### config.mk
export PLATFORM = sky130hd
export DESIGN_NAME = rx_addr_filter
export DESIGN_NICKNAME = d
export VERILOG_FILES = /design/src/rtl/rxaf_pkg.sv /design/src/rtl/rxaf_regs.sv /design/src/rtl/rxaf_exact.sv /design/src/rtl/rxaf_hash.sv /design/src/rtl/rx_addr_filter.sv
export SDC_FILE = /design/constraint.sdc
export NUM_CORES = 1
export LEC_CHECK = 0
export BUFFER_PORTS_ARGS = -buffer_cell sky130_fd_sc_hd__buf_2
export CAP_MARGIN = 15
export CORE_ASPECT_RATIO = 1.2
export CORE_UTILIZATION = 40
export DETAILED_ROUTE_END_ITERATION = 10
export GPL_ROUTABILITY_DRIVEN = 0
export PLACE_DENSITY_LB_ADDON = 0.15
export SETUP_SLACK_MARGIN = 0.2
export SLEW_MARGIN = 0
export SYNTH_ARGS = -nofsm -noshare
export SYNTH_HDL_FRONTEND = slang
export SYNTH_HIERARCHICAL = 1
export SYNTH_SLANG_ARGS = --single-unit
### constraint.sdc
create_clock -name clk -period 3.01 [get_ports clk]
set_input_delay 0.1505 -clock clk [delete_from_list [all_inputs] [get_ports clk]]
set_output_delay 0.1505 -clock clk [all_outputs]
set_load 0.05 [all_outputs]
### src/rtl/rxaf_pkg.sv
package rxaf_pkg;

    localparam int CFG_AW     = 8;
    localparam int HALF_W     = 16;
    localparam int DA_W       = 48;
    localparam int CRC_W      = 32;
    localparam int HASH_BITS  = 64;
    localparam int HASH_WORDS = HASH_BITS / HALF_W;
    localparam int BIN_W      = 6;
    localparam int BIN_LSB    = 23;
    localparam int HALVES     = DA_W / HALF_W;

    // configuration word addresses
    localparam logic [CFG_AW-1:0] A_CTRL   = 8'h00;
    localparam logic [CFG_AW-1:0] A_ENMASK = 8'h01;
    localparam logic [CFG_AW-1:0] A_LENLIM = 8'h02;
    localparam logic [CFG_AW-1:0] A_HASH0  = 8'h04;
    localparam logic [CFG_AW-1:0] A_ENTRY0 = 8'h10;

    // control word bit positions
    localparam int CB_PROMISC = 0;
    localparam int CB_HASHEN  = 1;

    typedef enum logic [1:0] {
        RSN_DROP    = 2'd0,
        RSN_PROMISC = 2'd1,
        RSN_EXACT   = 2'd2,
        RSN_HASH    = 2'd3
    } reason_e;

    typedef struct packed {
        logic    accept;
        reason_e reason;
        logic    too_long;
    } verdict_t;

    function automatic logic [BIN_W-1:0] hash_bin(input logic [CRC_W-1:0] crc);
        return crc[BIN_LSB +: BIN_W];
    endfunction

endpackage

### src/rtl/rxaf_regs.sv
module rxaf_regs
    import rxaf_pkg::*;
#(
    parameter int N_EXACT = 4,
    parameter int LEN_W   = 14,
    parameter int MAX_LEN = 9600
) (
    input  logic                            clk,
    input  logic                            rst,
    input  logic                            cfg_we,
    input  logic [CFG_AW-1:0]               cfg_addr,
    input  logic [HALF_W-1:0]               cfg_wdata,
    output logic                            promisc,
    output logic                            hash_en,
    output logic [N_EXACT-1:0]              ex_en,
    output logic [N_EXACT-1:0][DA_W-1:0]    ex_addr,
    output logic [HASH_BITS-1:0]            hash_tbl,
    output logic [LEN_W-1:0]                max_len
);

    localparam logic [LEN_W-1:0] LEN_CAP = LEN_W'(MAX_LEN);

    logic [LEN_W-1:0] len_wr;
    assign len_wr = cfg_wdata[LEN_W-1:0];

    always_ff @(posedge clk) begin
        if (rst) begin
            promisc <= 1'b0;
            hash_en <= 1'b0;
            ex_en   <= N_EXACT'(1);
            max_len <= LEN_CAP;
        end else if (cfg_we) begin
            if (cfg_addr == A_CTRL) begin
                promisc <= cfg_wdata[CB_PROMISC];
                hash_en <= cfg_wdata[CB_HASHEN];
            end
            if (cfg_addr == A_ENMASK) ex_en <= cfg_wdata[N_EXACT-1:0];
            if (cfg_addr == A_LENLIM) max_len <= (len_wr > LEN_CAP) ? LEN_CAP : len_wr;
        end
    end

    logic [HASH_WORDS-1:0][HALF_W-1:0] hash_words;
    always_ff @(posedge clk) begin
        if (rst) begin
            hash_words <= '0;
        end else if (cfg_we) begin
            for (int w = 0; w < HASH_WORDS; w++) begin
                if (cfg_addr == A_HASH0 + CFG_AW'(w)) hash_words[w] <= cfg_wdata;
            end
        end
    end
    assign hash_tbl = hash_words;

    for (genvar i = 0; i < N_EXACT; i++) begin : g_entry
        localparam logic [CFG_AW-1:0] BASE = A_ENTRY0 + CFG_AW'(4 * i);
        logic [HALVES-1:0][HALF_W-1:0] halves;

        always_ff @(posedge clk) begin
            if (rst) begin
                halves <= (i == 0) ? '1 : '0;
            end else if (cfg_we && !ex_en[i]) begin
                for (int h = 0; h < HALVES; h++) begin
                    if (cfg_addr == BASE + CFG_AW'(h)) halves[h] <= cfg_wdata;
                end
            end
        end
        assign ex_addr[i] = halves;

        // a live entry keeps its address whatever is written to it
        p_locked_entry_r6: assert property (@(posedge clk) disable iff (rst)
            (cfg_we && ex_en[i] && cfg_addr[CFG_AW-1:2] == BASE[CFG_AW-1:2])
            |=> $stable(ex_addr[i]));
    end

    // the stored limit never exceeds the ceiling
    p_len_cap_r11: assert property (@(posedge clk) disable iff (rst) max_len <= LEN_CAP);

endmodule

### src/rtl/rxaf_exact.sv
module rxaf_exact
    import rxaf_pkg::*;
#(
    parameter int N_EXACT = 4
) (
    input  logic [DA_W-1:0]               da,
    input  logic [N_EXACT-1:0]            ex_en,
    input  logic [N_EXACT-1:0][DA_W-1:0]  ex_addr,
    output logic                          hit
);

    logic [N_EXACT-1:0] match;

    for (genvar i = 0; i < N_EXACT; i++) begin : g_cmp
        assign match[i] = ex_en[i] && (ex_addr[i] == da);
    end

    assign hit = |match;

endmodule

### src/rtl/rxaf_hash.sv
module rxaf_hash
    import rxaf_pkg::*;
(
    input  logic [DA_W-1:0]      da,
    input  logic [CRC_W-1:0]     crc,
    input  logic [HASH_BITS-1:0] hash_tbl,
    input  logic                 hash_en,
    output logic                 hit
);

    logic [HASH_WORDS-1:0][HALF_W-1:0] words;
    logic [BIN_W-1:0]                  bin;
    logic [HALF_W-1:0]                 sel_word;
    logic                              is_mcast;

    assign words    = hash_tbl;
    assign bin      = hash_bin(crc);
    assign sel_word = words[bin[BIN_W-1:4]];
    assign is_mcast = da[0];
    assign hit      = hash_en && is_mcast && sel_word[bin[3:0]];

endmodule

### src/rtl/rx_addr_filter.sv
module rx_addr_filter
    import rxaf_pkg::*;
#(
    parameter int N_EXACT = 4,
    parameter int LEN_W   = 14,
    parameter int MAX_LEN = 9600
) (
    input  logic              clk,
    input  logic              rst,
    input  logic              cfg_we,
    input  logic [7:0]        cfg_addr,
    input  logic [15:0]       cfg_wdata,
    input  logic              rx_valid,
    input  logic [47:0]       rx_da,
    input  logic [31:0]       rx_crc,
    input  logic [LEN_W-1:0]  rx_len,
    output logic              dec_valid,
    output logic              dec_accept,
    output logic [1:0]        dec_reason,
    output logic              dec_too_long
);

    logic                           promisc;
    logic                           hash_en;
    logic [N_EXACT-1:0]             ex_en;
    logic [N_EXACT-1:0][DA_W-1:0]   ex_addr;
    logic [HASH_BITS-1:0]           hash_tbl;
    logic [LEN_W-1:0]               max_len;
    logic                           exact_hit;
    logic                           hash_hit;

    rxaf_regs #(.N_EXACT(N_EXACT), .LEN_W(LEN_W), .MAX_LEN(MAX_LEN)) u_regs (
        .clk      (clk),
        .rst      (rst),
        .cfg_we   (cfg_we),
        .cfg_addr (cfg_addr),
        .cfg_wdata(cfg_wdata),
        .promisc  (promisc),
        .hash_en  (hash_en),
        .ex_en    (ex_en),
        .ex_addr  (ex_addr),
        .hash_tbl (hash_tbl),
        .max_len  (max_len)
    );

    rxaf_exact #(.N_EXACT(N_EXACT)) u_exact (
        .da     (rx_da),
        .ex_en  (ex_en),
        .ex_addr(ex_addr),
        .hit    (exact_hit)
    );

    rxaf_hash u_hash (
        .da      (rx_da),
        .crc     (rx_crc),
        .hash_tbl(hash_tbl),
        .hash_en (hash_en),
        .hit     (hash_hit)
    );

    verdict_t v_nxt, v_q;

    always_comb begin
        v_nxt = '0;
        if (promisc)        v_nxt.reason = RSN_PROMISC;
        else if (exact_hit) v_nxt.reason = RSN_EXACT;
        else if (hash_hit)  v_nxt.reason = RSN_HASH;
        else                v_nxt.reason = RSN_DROP;
        v_nxt.accept   = (v_nxt.reason != RSN_DROP);
        v_nxt.too_long = (rx_len > max_len);
    end

    always_ff @(posedge clk) begin
        if (rst) begin
            dec_valid <= 1'b0;
            v_q       <= '0;
        end else begin
            dec_valid <= rx_valid;
            if (rx_valid) v_q <= v_nxt;
        end
    end

    assign dec_accept   = v_q.accept;
    assign dec_reason   = v_q.reason;
    assign dec_too_long = v_q.too_long;

    // one verdict per lookup, on the next clock
    p_verdict_follows_r2: assert property (@(posedge clk) disable iff (rst)
        rx_valid |=> dec_valid);
    p_no_spurious_r2: assert property (@(posedge clk) disable iff (rst)
        !rx_valid |=> !dec_valid);

    // promiscuous mode accepts everything
    p_promisc_accept_r3: assert property (@(posedge clk) disable iff (rst)
        (rx_valid && promisc) |=> (dec_accept && dec_reason == 2'(RSN_PROMISC)));

    // an exact hit outranks the hash path
    p_exact_first_r10: assert property (@(posedge clk) disable iff (rst)
        (rx_valid && !promisc && exact_hit) |=> (dec_reason == 2'(RSN_EXACT)));

    // with hashing off and no other hit, the frame is dropped
    p_hash_off_r8: assert property (@(posedge clk) disable iff (rst)
        (rx_valid && !promisc && !exact_hit && !hash_en) |=> !dec_accept);

    // length flag tracks the limit in force at lookup time
    p_too_long_r11: assert property (@(posedge clk) disable iff (rst)
        rx_valid |=> (dec_too_long == ($past(rx_len) > $past(max_len))));

    // accept and reason agree
    always_comb begin
        if (!rst && dec_valid) begin
            p_accept_reason_r10: assert (dec_accept == (dec_reason != 2'(RSN_DROP)));
        end
    end

endmodule

==> results of run 1 <==
metrics by stage:
step	setup slack, ns	cells
after detailed placement	0.589	1952
after CTS	0.696	2010
after floorplan	1.05	1477
final	0.670	2010
after global placement	0.556	1952
after global routing	0.593	2010
critical path, stage by stage, from the launching register on:
cell and delay [ns]:
dfxtp_1 0.32, xor2_1 0.17, nor4_1 0.56, nand4_1 0.15
or3_1 0.39, o22ai_2 0.10, or3_1 0.24, inv_1 0.06
a21oi_1 0.14, a211oi_1 0.08
kinds of logic after synthesis:
family	count (synthesis)	share of synthesized area, %
AND/OR/NAND/NOR	583	21.5
flip-flops	281	41.4
multiplexers	189	15.7
XOR/XNOR	177	11.4
buffers and inverters	131	4.00
AO/OA/AOI/OAI	102	4.70
adder cells (fa/ha/maj)	14	1.29
flip-flops by register name, indices dropped and copies added (netlist names), 2 cells and up:
| signal | flops |
|---|---|
| u_regs/ex_addr | 192 |
| u_regs/hash_tbl | 64 |
| u_regs/max_len | 14 |
| u_regs/ex_en | 4 |
| dec_reason | 2 |
synth_stat cells (all sizes together), types with 6 or more instances:
| master | instances | share of area, % |
|---|---|---|
| nor3 | 13 | 0.55 |
| nand3b | 57 | 3.2 |
| clkbuf | 79 | 2.2 |
| nand4 | 27 | 1.2 |
| nand2 | 198 | 5.5 |
| nor4 | 36 | 1.8 |
| dfxtp | 281 | 41 |
| mux2i | 171 | 13 |
| xnor2 | 63 | 4.1 |
| nand3 | 21 | 0.85 |
| o31ai | 8 | 0.44 |
| buf | 21 | 0.94 |
| mux4 | 17 | 3.0 |
| nor3b | 6 | 0.41 |
| ha | 14 | 1.3 |
| inv | 31 | 0.86 |
| nand2b | 68 | 3.1 |
| xor2 | 114 | 7.4 |
| a21oi | 61 | 2.2 |
| nor2 | 135 | 3.7 |
timing repair:
| item | in CTS | in global routing |
|---|---|---|
| setup buffers | 0 | 0 |
| endpoints found under the hold margin | 11 | 0 |
| hold buffers | 3 | 0 |
| setup endpoints to repair | 0 | 0 |
where the power goes:
| part | switching [mW] | leakage [nW] | internal, mW | total, mW |
|---|---|---|---|---|
| Clock | 1.55 | 0.510 | 2.28 | 3.82 |
| Combinational | 0.414 | 4.06 | 0.198 | 0.612 |
| Sequential | 0.00363 | 2.27 | 3.72 | 3.73 |
per-layer routing:
layer / vias to the layer above / routed length [um] / part of all wire [%] / global-route usage (%)
li1: 5107 / - / - / -
met1: 5234 / 19200 / 44 / 33.3
met2: 300 / 21300 / 48 / 43.6
met3: 80 / 2030 / 4.6 / 2.81
met4: 2 / 1480 / 3.4 / 8.88
met5: - / 12 / 0.027 / 0
final cells by class:
cell class                 instances  area [um^2]
fill                            3274        17800
multi-input combinational       1065         7410
sequential                       281         5630
clock buffer                      43          881
timing repair buffer             128          739
tap                              450          563
clock inverter                    12          135
inverter                          31          116
final timing paths:
kind                                      end                        startpoint  slack, ns  cells past startpoint
max                dec_reason[0]$_SDFFE_PP0P_  u_regs/ex_addr[120]$_SDFFE_PP0P_       0.67                      9
min          u_regs/hash_tbl[63]$_SDFFE_PP0P_                     cfg_wdata[15]       0.03                      3
max reg2reg        dec_reason[0]$_SDFFE_PP0P_  u_regs/ex_addr[120]$_SDFFE_PP0P_       0.67                      9
min reg2reg  u_regs/hash_tbl[56]$_SDFFE_PP0P_  u_regs/hash_tbl[56]$_SDFFE_PP0P_       0.45                      2
==> run summary, run 1 <==
The run finished with clean final reports. Of the cells placed in the final design, the portion with a size suffix greater than 1 is 12.8%. The run gives 0.427 GHz as the timing-limited maximum frequency. The category of the critical setup timing path was reg2reg.

Power comes to 8.16 mW. The worst setup path is captured at a register. In this run the worst path has a maximum fanout of 3.

The remaining antenna violation count came out at 0. The run gives 0.000436 V as the maximum vdd ir drop. Entering global routing, the biggest net connects 158 pins.

The minimum clock period was 2.34 ns. Leaving out fill and tap cells, the most frequent cell in the layout is dfxtp_1. The die is 204 um tall. CTS placed an instance of clkbuf_16 at the clock tree root.

The via count of the first global-routing pass was 10.3k; the total of warnings raised by yosys was 6. The transition time of the tightest slew-check pin was 0.941 ns. A synthesized cell averages 9.19 um^2.

After the first detailed-routing iteration, the DRC count stood at 785. The number of nets in the synthesized netlist is 1,613. Once the floorplan was initialized, standard cells occupied 40.8% of the core. For this run, the leading register cell type out of synthesis is dfxtp_1. At the worst endpoint, the arrival time is 2.77 ns. The count of unresolved DRC violations after routing is 0, and the number of hold-slack violations in the final timing report is 0. For the count of antenna diodes in the layout, the log shows 0. The cell area after synthesis was 0.0136 mm^2; the area of the core was 0.0332 mm^2. The clock latency of the later-clocked register in the worst-skew pair came out at 0.56 ns. The netlist uses 56 different library cells. Setup repair after global routing left no endpoint under its margin.

For this run, the detailed router's first-pass iteration total came to 6. In this run the deepest clock path goes through 3 buffers. For this design, the sink count on the clock tree is 281.

For the number of antenna violations at the first check in global routing, the log shows 1. The number of buffers added on ports was 100; the half-perimeter wire length of the detailed placement result was 29.7 mm. The number of gates resized after CTS was 0. The number of enable-type register cells in the synthesized netlist was 0. Setup violations remaining at the end of the flow were counted as 0.

The top cell types in the final layout, fill and taps aside, are dfxtp_1 (281), nand2_1 (198), mux2i_1 (171). Using the TritonRoute via totals, the vias-per-cell ratio works out to 5.33. The maximum level of the CTS H-tree was 1; the number of standard cells after synthesis was 1,477. In this run the power density over the cells is 528 mW/mm^2. In this run the tightest slew margin relative to its limit is 37.2%.

Overflow left after global routing: 0. The total number of placement rows came out at 73. The post-CTS clock slew at the launch and capture registers of the worst setup and hold paths is 0.06 ns. Global routing consumed, over all layers together, 25.6% of the routing resources. The tools report the count of pins over their slew limit as 0. For the overall die area, the log shows 0.0347 mm^2. In this run the count of I/O pins placed on the die edge is 127. The run gives 41.4% as the fraction of the yosys area taken by sequential cells. The average wire per cell in the routed design was 21.9 um. The path class of the tightest hold or removal check is in2reg.

In the synthesized netlist the async set-or-reset flop fraction comes to 0%. For the number of buffers inserted during clock tree synthesis, the log shows 30. For the total of max-cap violations, the log shows 0. Across all hold checks on the routed design, the worst slack comes to 0.0269 ns. The part of the cycle the worst path needs works out to 77.7%. For the final routed database, the setup TNS stands at 0 ns. The run gives 3.44 ns as the required time of the critical path. The signed area change from the synthesized netlist to the final layout is 14.0%, and the final cell utilization of the core is 46.5%. The standard cell area after detailed placement came out at 0.0144 mm^2. For the sum of routed wire length over all layers, the log shows 44.0 mm.

The worst setup path is launched from a register. In this run, synthesis produced a sequential element count of 281. The chip width was 170 um. The tools report the clock skew as 0.00657 ns. TritonCTS built the clock tree. The logs give 1,673 for the number of nets in the layout and 65.6 mm for the global-route wire length before repair. The analysis attributes to cell leakage a power of 6.84 nW. The detailed router placed 10.7k vias in this run. After routing the design area is 0.0155 mm^2.
(Power assumes the default switching activity.)
==> run 2, diff against run 1 <==
--- a/config.mk
+++ b/config.mk
@@ -5,6 +5,7 @@
 export SDC_FILE = /design/constraint.sdc
 export NUM_CORES = 1
 export LEC_CHECK = 0
+export ABC_AREA = 1
 export BUFFER_PORTS_ARGS = -buffer_cell sky130_fd_sc_hd__buf_2
 export CAP_MARGIN = 15
 export CORE_ASPECT_RATIO = 1.2
==> constraint.sdc (replaced) <==
create_clock -name clk -period 2.3 [get_ports clk]
set_input_delay 0.115 -clock clk [delete_from_list [all_inputs] [get_ports clk]]
set_output_delay 0.115 -clock clk [all_outputs]
set_load 0.05 [all_outputs]
==> run summary, run 2 <==
The number of buffers added on ports came out at 100. For the count of pins on the block boundary, the log shows 127. The logs give 0 for the count of endpoints failing setup in the final report and 0 for the remaining antenna violation count. The maximum buffer depth of the clock tree was 3; the count of pins over their slew limit was 0.

Summed over its instances, the top area cell type makes up 36.8% of the synthesized netlist area. For hold timing, the worst endpoint is u_regs/ex_addr[127]$_SDFFE_PP0P_. The share of cell area taken by muxes after synthesis works out to 0%. The number of nets in the layout is 2,736.

The total number of placement rows was 78; the count of unresolved DRC violations after routing was 0. The average wire per cell in the routed design came out at 18.5 um. The die is 216 um tall. The tools report the sort of element at the start of the critical path as a register. The cell depth of the worst min-delay path is 3, and the proportion of layout cells with a drive suffix above 1 is 11.2%. The run gives 2.86 mW as the net switching power. The Yosys step of the flow raised 6 warnings.

The number of enable-type register cells in the synthesized netlist was 0; the post-CTS clock slew at the launch and capture registers of the worst setup and hold paths was 0.07 ns. Internal power comes to 8.40 mW. The fraction of the yosys area taken by sequential cells is 36.8%.

The dominant combinational cell family by area after synthesis was simple AND/OR/NAND/NOR gates. The number of placed instances, taps included is 3,041, and the worst-case headroom to the max-slew limit is 51.8%. The signed area change from the synthesized netlist to the final layout is 13.8%, and the worst-case reg-to-reg path depth is 15. The overall track demand over capacity in global routing was 29.1%; the chip width was 180 um.

The tree is rooted in a clkbuf_16. The via count of the first global-routing pass is 14.1k, and the switching share of power is 25.4%. The logs give 0 for the number of hold-slack violations in the final timing report and 0 for the overflow left after global routing. Data on the critical path is required at its endpoint by 2.76 ns. Summed over all cells, the static leakage comes to 8.61 nW.

For the fill cell instance count of the final layout, the log shows 3,991. The arrival time of the worst setup path is 2.41 ns. The top cell types in the final layout, fill and taps aside, are nand2_1 (808), nor2_1 (519), inv_1 (300). The critical register-to-register path startpoint was u_regs/ex_addr[139]$_SDFFE_PP0P_. The part of the power in registers came out at 43.4%. Setup repair after global routing left no endpoint under its margin.

dfxtp_1 takes more of the synthesized area than any other cell. Tracing the worst setup path back leads to its startpoint at u_regs/ex_addr[139]$_SDFFE_PP0P_. After layout, the minimum clock period comes to 1.95 ns.

The HPWL after detailed placement is 40.5 mm. After detailed routing, the total wire length is 57.5 mm. Per report_power, the clock group accounts for 47.5% of the total. The first TritonRoute pass finished after 6 iterations. The clock reaches the later pin of the worst-skew pair after 0.59 ns.

Worst hold-check path type: in2reg. IR analysis of the VDD net gives a maximum drop of 0.000544 V. The floorplan step defined a core boundary enclosing 0.0378 mm^2. The tools report the count of cell types in the netlist as 31. Setup slack on the worst reg-to-reg path comes out at 0.35 ns. The synthesized netlist devotes 2.41% of its cell area to XOR and XNOR gates.

The transition time of the tightest slew-check pin is 0.723 ns. TritonCTS built the clock tree. Ranked by instance count, the synthesized netlist is headed by nand2_1 (808), nor2_1 (520), inv_1 (301). On the final layout, the worst clock skew is 0.0123 ns. Ranked by total cell area, the synthesized netlist is headed by dfxtp_1 (37%), nand2_1 (20%), nor2_1 (13%).

For this run, asynchronously set or reset flops after synthesis account for 0%. The placed instances occupy a cell area of 0.0162 mm^2. The worst register-to-register path ends at dec_accept$_SDFFE_PP0P_.

For the number of antenna violations at the first check in global routing, the log shows 1. The startpoint identified for the worst hold timing path is cfg_wdata[15]. After the first detailed-routing iteration, the DRC count stood at 1,495.

Summing the areas of all and, or, nand and nor instances in the mapped netlist gives 38.8% of the synthesized area. The category of the critical setup timing path is reg2reg. The adder-cell share of the synthesized area came out at 1.15%. The logs give 31 for the number of buffers inserted during clock tree synthesis and 2,661 for the number of nets in the synthesized netlist. For this design the ratio of total power to cell area is 647 mW/mm^2. The run gives 1 as the maximum level of the CTS H-tree. The logs give 40.5% for the initial standard-cell utilization of the core and 3,104 for the non-filler instance count after layout.

The most used flip-flop cell after synthesis is dfxtp_1. nand2_1 is the most common cell in the netlist. The tools report the pin count of the biggest net entering global routing as 67. For this design, the sink count on the clock tree is 281. The die covers 0.0390 mm^2. The repair_antennas step left the layout with diodes totalling 0.

The run gives 85.2 mm as the global-route wire length before repair. Synthesis inferred 281 register bits. The run gives 0.0174 mm^2 as the cell area after layout. The category of the worst setup path capture point was a register. The most common cell after layout, fill and taps aside is nand2_1. The synthesized netlist devotes 8.41% of its cell area to compound gates. The synthesized area divided by synthesized cell count was 6.06 um^2; the number of standard cells after synthesis was 2,525. After synthesis the cells add up to 0.0153 mm^2. The logs give 9.1% for the combinational cell fraction of total power and 0.512 GHz for the timing-limited maximum frequency. The highest fanout seen on the critical path is 3. After detailed routing, the number of vias per cell comes to 5.06. Summing internal, switching and leakage power gives 11.3 mW. Cells fill 46.1% of the core in the end.

The flip-flop count of the largest register, all copies and words added came out at 192. The total of max-cap violations was 0; the part of the cycle the worst path needs was 85.0%. The flow ran to the end, and the final reports show no timing, DRC or antenna violations. The run gives 0 ns as the total negative setup slack.

The run gives 15.7k as the overall via count from detail_route.
run 2: worst max-delay path, stage by stage (launching register included):
cell and delay, ns:
dfxtp_1 0.37, inv_1 0.05, nand2_1 0.06, nand2_1 0.05
nor2_1 0.15, nand2_1 0.10, nor2_2 0.15, nand2_1 0.07
nor2_1 0.17, nand2_1 0.07, nand2_1 0.07, inv_1 0.04
nand2_1 0.18, o21ai_0 0.13, nand2_1 0.09, a31oi_1 0.08
run 2: through the flow:
| step | hold slack [ns] | worst slack [ns] |
|---|---|---|
| 2_1_floorplan | 0.177 | 0.900 |
| 3_3_place_gp | 0.420 | 0.217 |
| 3_5_place_dp | 0.439 | 0.182 |
| 4_1_cts | 0.00529 | 0.374 |
| 5_1_grt | 0.0237 | 0.207 |
| 6_report | 0.0186 | 0.346 |
run 2: routing by layer:
| layer | up-vias | wire [um] | GRT usage [%] |
|---|---|---|---|
| li1 | 7783 | - | - |
| met4 | 2 | 2500 | 13.1 |
| met3 | 125 | 4410 | 3.63 |
| met5 | - | 11 | 0 |
| met2 | 633 | 26800 | 49.0 |
| met1 | 7166 | 23900 | 37.0 |
run 2: cell families after synthesis:
group | Yosys count
adders and majority gates | 14
AOI/OAI and AO/OA | 236
DFF | 281
and+or+nand+nor | 1483
buffers and inverters | 469
xor gates and xnor gates | 42
run 2: worst max path at each step:
stage,endpoint,cells past startpoint
floorplan,dec_accept$_SDFFE_PP0P_,15
global placement,dec_accept$_SDFFE_PP0P_,14
detailed placement,dec_accept$_SDFFE_PP0P_,14
CTS,dec_accept$_SDFFE_PP0P_,15
global route,dec_accept$_SDFFE_PP0P_,15
finish,dec_accept$_SDFFE_PP0P_,15
run 2: final cells by class:
cell class | count | area (um^2) | area share [%]
Multi-Input combinational cell | 1775 | 7760 | 44.6
Timing Repair Buffer | 151 | 961 | 5.52
Tap cell | 480 | 601 | 3.45
Sequential cell | 281 | 5630 | 32.3
Clock buffer | 48 | 940 | 5.40
Clock inverter | 9 | 149 | 0.856
Inverter | 360 | 1360 | 7.84
run 2: power by group through the flow:
stage                     combinational [mW]  clock (mW)  sequential [mW]
final                                   1.03        5.35             4.88
after floorplan                        0.537           0             5.00
after detailed placement               0.997           0             4.99
after global routing                    1.10        5.64             4.88
after global placement                 0.990           0             4.99
after CTS                               1.01        5.42             4.88
run 2: repair_timing:
action,4_1_cts,5_1_grt
hold endpoints to repair,26,0
setup endpoints to repair,0,1
hold buffers,6,0
gates resized for setup,0,1
setup buffers,0,0
